`src/rtl/wheel_div_pkg.sv`:
```
package wheel_div_pkg;

    // Default lookup: ratio = BASE - STEP * code
    localparam int DEF_SEL_W      = 2;
    localparam int DEF_BASE_RATIO = 61;
    localparam int DEF_RATIO_STEP = 2;

    // Per-cycle events presented to the division counter
    typedef struct packed {
        logic rise;   // one counted revolution
        logic clear;  // restart the division
    } div_evt_t;

    function automatic int ratio_for(input int code, input int base, input int step);
        return base - step * code;
    endfunction

endpackage

```
`src/rtl/wdiv_edge.sv`:
```
module wdiv_edge (
    input  logic clk,
    input  logic rst,
    input  logic level_in,
    output logic rise_out
);
    logic level_q;

    always_ff @(posedge clk) begin
        if (rst) level_q <= 1'b0;
        else     level_q <= level_in;
    end

    assign rise_out = level_in & ~level_q;

    // a counted edge can never be followed by another in the next cycle
    a_r4_single_edge: assert property (@(posedge clk) disable iff (rst)
        rise_out |=> !rise_out);

endmodule

```
`src/rtl/wdiv_ratio.sv`:
```
module wdiv_ratio #(
    parameter int SEL_W      = wheel_div_pkg::DEF_SEL_W,
    parameter int BASE_RATIO = wheel_div_pkg::DEF_BASE_RATIO,
    parameter int RATIO_STEP = wheel_div_pkg::DEF_RATIO_STEP,
    parameter int CNT_W      = $clog2(BASE_RATIO + 1)
) (
    input  logic [SEL_W-1:0] sel,
    output logic [CNT_W-1:0] ratio
);
    localparam int NUM_SIZES = 1 << SEL_W;

    logic [CNT_W-1:0] table_w [NUM_SIZES];

    for (genvar g = 0; g < NUM_SIZES; g++) begin : g_size
        assign table_w[g] = CNT_W'(wheel_div_pkg::ratio_for(g, BASE_RATIO, RATIO_STEP));
    end

    assign ratio = table_w[sel];

endmodule

```
`src/rtl/wdiv_count.sv`:
```
module wdiv_count #(
    parameter int CNT_W = 6
) (
    input  logic                  clk,
    input  logic                  rst,
    input  wheel_div_pkg::div_evt_t evt,
    input  logic [CNT_W-1:0]      ratio_in,
    output logic                  strobe
);
    localparam logic [CNT_W-1:0] ONE = CNT_W'(1);

    logic [CNT_W-1:0] count_q;
    logic [CNT_W-1:0] ratio_q;
    logic             last_w;

    assign last_w = (count_q == ratio_q - ONE);

    always_ff @(posedge clk) begin
        if (rst || evt.clear) begin
            count_q <= '0;
            ratio_q <= ratio_in;
            strobe  <= 1'b0;
        end else begin
            strobe <= 1'b0;
            if (evt.rise) begin
                if (last_w) begin
                    count_q <= '0;
                    ratio_q <= ratio_in;
                    strobe  <= 1'b1;
                end else begin
                    count_q <= count_q + ONE;
                end
            end
        end
    end

    // strobe lasts one cycle
    a_r3_one_cycle: assert property (@(posedge clk) disable iff (rst)
        strobe |=> !strobe);

    // a strobe is always caused by a counted revolution
    a_r3_needs_edge: assert property (@(posedge clk) disable iff (rst)
        strobe |-> $past(evt.rise));

    // clear suppresses the strobe
    a_r5_clear_quiet: assert property (@(posedge clk) disable iff (rst)
        evt.clear |=> !strobe);

    // the latched ratio only moves at clear or reload
    a_r6_ratio_held: assert property (@(posedge clk) disable iff (rst)
        (!evt.clear && !(evt.rise && last_w)) |=> $stable(ratio_q));

    // the count stays below the active ratio
    a_r2_in_range: assert property (@(posedge clk) disable iff (rst)
        count_q < ratio_q);

endmodule

```
`src/rtl/wheel_dist_div.sv`:
```
module wheel_dist_div #(
    parameter int SEL_W      = wheel_div_pkg::DEF_SEL_W,
    parameter int BASE_RATIO = wheel_div_pkg::DEF_BASE_RATIO,
    parameter int RATIO_STEP = wheel_div_pkg::DEF_RATIO_STEP
) (
    input  logic             clk,
    input  logic             rst,
    input  logic             clr,
    input  logic             wheel_in,
    input  logic [SEL_W-1:0] size_sel,
    output logic             dist_pulse
);
    localparam int CNT_W = $clog2(BASE_RATIO + 1);

    logic                     rise_w;
    logic [CNT_W-1:0]         ratio_w;
    wheel_div_pkg::div_evt_t  evt_w;

    wdiv_edge u_edge (
        .clk      (clk),
        .rst      (rst),
        .level_in (wheel_in),
        .rise_out (rise_w)
    );

    wdiv_ratio #(
        .SEL_W      (SEL_W),
        .BASE_RATIO (BASE_RATIO),
        .RATIO_STEP (RATIO_STEP),
        .CNT_W      (CNT_W)
    ) u_ratio (
        .sel   (size_sel),
        .ratio (ratio_w)
    );

    assign evt_w.rise  = rise_w;
    assign evt_w.clear = clr;

    wdiv_count #(
        .CNT_W (CNT_W)
    ) u_count (
        .clk      (clk),
        .rst      (rst),
        .evt      (evt_w),
        .ratio_in (ratio_w),
        .strobe   (dist_pulse)
    );

    // output quiet in the cycle after reset
    a_r1_reset_quiet: assert property (@(posedge clk)
        rst |=> !dist_pulse);

    // clear together with an edge never strobes
    a_r7_clear_wins: assert property (@(posedge clk) disable iff (rst)
        (clr && wheel_in) |=> !dist_pulse);

endmodule

```
`config.mk`:
```
export PLATFORM = sky130hd
export DESIGN_NAME = wheel_dist_div
export DESIGN_NICKNAME = d
export VERILOG_FILES = /design/src/rtl/wheel_div_pkg.sv /design/src/rtl/wdiv_edge.sv /design/src/rtl/wdiv_ratio.sv /design/src/rtl/wdiv_count.sv /design/src/rtl/wheel_dist_div.sv
export SDC_FILE = /design/constraint.sdc
export NUM_CORES = 1
export LEC_CHECK = 0
export ABC_CLOCK_PERIOD_IN_PS = 2500
export BUFFER_PORTS_ARGS = -buffer_cell sky130_fd_sc_hd__buf_2
export CORE_AREA = 2 2 39 41
export CTS_CLUSTER_DIAMETER = 60
export DETAILED_ROUTE_END_ITERATION = 16
export DIE_AREA = 0 0 41 43
export MAX_ROUTING_LAYER = met4
export PLACE_DENSITY_LB_ADDON = 0.12
export SYNTH_ARGS = -nofsm -noshare
export SYNTH_HDL_FRONTEND = slang
export SYNTH_SLANG_ARGS = --single-unit
```
`constraint.sdc`:
```
create_clock -name clk -period 2.5 [get_ports clk]
set_input_delay 0.5 -clock clk [delete_from_list [all_inputs] [get_ports clk]]
set_output_delay 0.5 -clock clk [all_outputs]
set_load 0.005 [all_outputs]
```
* After elaboration in Yosys (flattened, before gate mapping)
Index checks and enable logic that the tools add are counted.
Widths: inputs -> output; s select.
** Cells by class
- Add/subtract/negate cells :: 2
- Div/mod/pow operators :: 0
- Multiplexer cells :: 8
- $lt $le $gt $ge :: 1
- Bitwise logic cells :: 4
- Reduce and logical (&&, ||, !) cells :: 5
- Shift-type cells :: 0
- Multipliers :: 0
- Equal/unequal tests :: 1
** Operator list (count)
- $mux 6 :: 6
- $bmux 6 s2 :: 1
- $add 6x1->6 const B :: 1
- $eq 6x6->1 :: 1
- $sub 6x1->6 const B :: 1
- $reduce_bool 2->1 :: 2
- $ge 3x3->1 const B :: 1
- $not 2->3 :: 1
- $not 1->1 :: 2
- $reduce_and 2->1 :: 1
- $reduce_or 2->1 :: 1
- $and 1x1->1 :: 1
- $logic_or 1x1->1 :: 1
- $mux 1 :: 1
** Storage, ports and cells
- Register bits :: 14
- Memories kept :: 0
- Word-level logic and storage cells :: 25
- Memory bits (read-only) :: 0
- Latch bits :: 0
- Memory bits (writable) :: 0

* Longest topological paths before layout
- Depth in word-level cells :: 7
- Gate-level depth with buffers :: 4

* Cells and area by module
A second synthesis with hierarchy kept.
** Second synthesis, totals
- Cell total of the unflattened synthesis :: 77
- Area, all modules :: 782.0 µm²
** By module, submodules not included
- wdiv_count :: area an instance 680.7 µm², cells each 66, times used 1, seq. area each 320.3 µm²
- wdiv_ratio :: area an instance 53.8 µm², cells each 8, times used 1, seq. area each 0.0 µm²
- wdiv_edge :: area an instance 47.5 µm², cells each 3, times used 1, seq. area each 20.0 µm²

* Worst setup path after synthesis
Ideal clock, no wire load.
- Path type :: input to register
- Start point :: in wheel_in
- End point :: reg u_count.ratio_q[1] (enable)
- Data required time :: 2.199 ns
- Stages on the path :: 4
- Path buffers :: 1
- Slack :: 1.027 ns
- Setup time :: 0.301 ns
- Arrival :: 1.173 ns
- Cell sequence :: and2b_1 > and4b_1 > clkbuf_2 > a21o_1
** Between the ends
- Longest elaborated chain between the ends :: 3
** Ends and longest elaborated chain
- from (decl) :: line wheel_dist_div.sv:9 : input logic wheel_in,
- $and 1x1->1 :: line wdiv_edge.sv:14 : assign rise_out = level_in & ~level_q;
- $reduce_bool 2->1 (no source line)
- $reduce_and 2->1 (no source line)
- to (signal assigned) :: line wdiv_count.sv:21 : ratio_q <= ratio_in;
- to (signal assigned) :: line wdiv_count.sv:28 : ratio_q <= ratio_in;
- to (decl) :: line wdiv_count.sv:13 : logic [CNT_W-1:0] ratio_q;
Every way passes these cells.
A chain may end at the register's enable or synchronous reset.

* Worst setup path after layout
- Start point :: reg u_count.count_q[2]
- End point :: reg u_count.ratio_q[1] (enable)
** Between the ends
- Longest elaborated chain between the ends :: 3
** Ends and longest elaborated chain
- from (decl) :: line wdiv_count.sv:12 : logic [CNT_W-1:0] count_q;
- from (signal assigned) :: line wdiv_count.sv:31 : count_q <= count_q + ONE;
- $eq 6x6->1 :: line wdiv_count.sv:16 : assign last_w = (count_q == ratio_q - ONE);
- $reduce_bool 2->1 (no source line)
- $reduce_and 2->1 (no source line)
Every way passes these cells.

==> impl_metrics.yaml <==
outcome:
  status: "finished clean"
setup_path:
  criticalPathCategory: "register to register"
  slowest_delay_ns: 0.49
  critPathRequiredTime_ns: 2.49
  worstPathCellList: "xor2_1 > nor3_2 > a21o_1"
  crit_path_end_kind: "register"
  rrSetupSlack_ns: 0.92
  arrival_ns: 1.56
  cp_slowest_cell: "nor3_2"
  worstSetupStartpointType: "register"
  worst-path-max-fanout: 8
  startpoint: "u_count.count_q[2]"
  crit-reg2reg-launch: "u_count.count_q[2]"
final_layout:
  stdcell_area_um2: 604
  nNetsFinal: 64
  drive_above_1_share: 0.236
  final_common_cell: "dfxtp_1"
  n_antenna_cell: 0
  layout_common_cells: "dfxtp_1, buf_2, xor2_1"
  area_delta_synth_final_pct: 12.6
synth:
  syn-num-nets: 55
  synth-seq-cells: 11
  netlist_instances: 47
  yosys_warnings: 0
  postSynthAreaPerCell_um2: 11.4
  synth.cell_area_um2: 537
  yosysUniqueCellTypes: 26
  ys_seq_area_frac: 0.466
route:
  first_pass_iters: 4
  drt-initial-drc-count: 5
  routed-wl-met3_um: 47
  drcViolationCount: 0
  wl_met1_um: 415
  vias_per_cell: 5.65
  wl_met2_um: 466
  ant_nets: 0
  wl_per_cell_um: 13.6
  top_layer_used: "met4"
  drt-total-wl_um: 965
  dr_total_vias: 401
clock_network:
  postCtsSetupBuffers: 0
  cts_resized: 0
  cts-root-buf: "clkbuf_4"
  clkTransAtPathRegs_ns: 0.07
  cts_buffers: 3
  ctsHoldBuffers: 0
  cts_tree: "done"
  clkSinkCount: 11
  insertion_delay_ns: 0.28
  h-tree-depth: 1
  clock_path_buffers: 2
global_routing:
  grt_max_degree: 9
  antenna_found_initial: 0
  grt_pass1_wl_mm: 1.50
  grt_overflow_total: 0
  grt_pass1_vias: 352
  grt.total_usage: 0.133
floorplan:
  die_area_um2: 1760
  die_height_um: 43
  die_width_um: 41
  rows: 14
  start_util: 0.388
  coreArea_um2: 1380
  ios: 7
placed_design:
  globalplace.congestion: 0.766
  io_buffers: 6
  placed_area_um2: 578
sta:
  drv_slew: 0
  worst_pin_slew_ns: 0.539
  fin_crit_ns: 1.58
  slew_headroom: 0.639
  finalHoldViolations: 0
  fmax_mhz: 634
  fin_skew_ns: 0.00504
  rsz0062_at_grt: "no"
  setup_tns_ns: 0
  final-setup-viol-count: 0
  finalCritPeriodShare: 0.631
worst_hold_path:
  hold_class: "primary input to register"
  hp-start: "rst"
power_and_ir_drop:
  p_leak_nw: 0.248
  total_power_mw: 0.347
  irDropWorstVdd_mv: 0.233
  power_density_nw_per_um2: 575
run:
  maxCapViolCount: 0
[registers in the layout, summed over array words and instances, names as in the netlist]
register         count
u_count.count_q      6
u_edge.level_q       1
u_count.ratio_q      3
u_count.strobe       1
[power by group]
part           switching (mW)  internal [mW]
registers             0.00394          0.191
logic                  0.0140         0.0120
clock network          0.0650         0.0620
total                  0.0829          0.265
[layout make-up]
class / instances / area, µm²
Clock buffer: 4 / 26.3
Fill cell: 132 / 779
Inverter: 2 / 7.51
Multi-Input combinational cell: 32 / 270
Sequential cell: 11 / 250
Tap cell: 16 / 20.0
Timing Repair Buffer: 6 / 30.0
[worst paths after layout]
kind	endpoint	depth (start not counted)
max	u_count.ratio_q[1]	3
min	u_edge.level_q	2
max reg2reg	u_count.ratio_q[1]	3
min reg2reg	u_count.count_q[5]	2
[per-stage QoR]
stage / setup slack (ns) / std cells / hold WS [ns] / util
after floorplan: 1.03 / 47 / 0.470 / -
after global placement: 0.802 / 67 / 0.494 / 0.418
after detailed placement: 0.706 / 67 / 0.496 / 0.418
after CTS: 0.936 / 71 / 0.379 / 0.437
after global routing: 0.855 / 71 / 0.387 / 0.437
final: 0.923 / 71 / 0.377 / 0.437
[worst max-delay path, delay by kind of cell, from the launching register on]
kind             cells  cell delay [ns]
AO/OA/AOI/OAI        1             0.24
XOR/XNOR             1             0.19
flip-flops           1             0.37
AND/OR/NAND/NOR      1             0.49
[synthesized netlist by cell type]
cell type	count	area share
nand2_1	3	0.021
nor3_2	1	0.019
dfxtp_1	8	0.30
xnor2_1	1	0.016
clkbuf_2	1	0.0093
and4b_1	1	0.019
o31ai_1	1	0.014
or4_4	1	0.021
and3b_1	1	0.016
or2_0	1	0.012
and2b_1	1	0.014
or3_1	2	0.023
nor2b_1	1	0.012
nand3b_1	1	0.014
a21o_1	1	0.014
buf_1	1	0.0070
ha_1	2	0.047
mux2i_1	1	0.019
xor2_1	4	0.065
a211oi_1	3	0.042
o21ai_0	2	0.019
a221oi_2	1	0.028
nand3b_4	1	0.037
edfxtp_1	3	0.17
inv_1	2	0.014
a221oi_1	2	0.033
[cells by family (layout without fill, tap and decap cells)]
kind of cell / count (synthesis) / after routing / synth area share
multiplexers: 1 / 1 / 0.0186
XOR/XNOR: 5 / 5 / 0.0816
AO/OA/AOI/OAI: 10 / 10 / 0.149
flip-flops: 11 / 11 / 0.466
buffers and inverters: 4 / 12 / 0.0303
adder cells (fa/ha/maj): 2 / 2 / 0.0466
AND/OR/NAND/NOR: 14 / 14 / 0.207
[routing by layer]
metal,global-route usage,up-vias
met4,0.100,0
met5,-,-
li1,-,190
met3,0.0314,5
met2,0.184,16
met1,0.159,190
(Power assumes the default switching activity.)
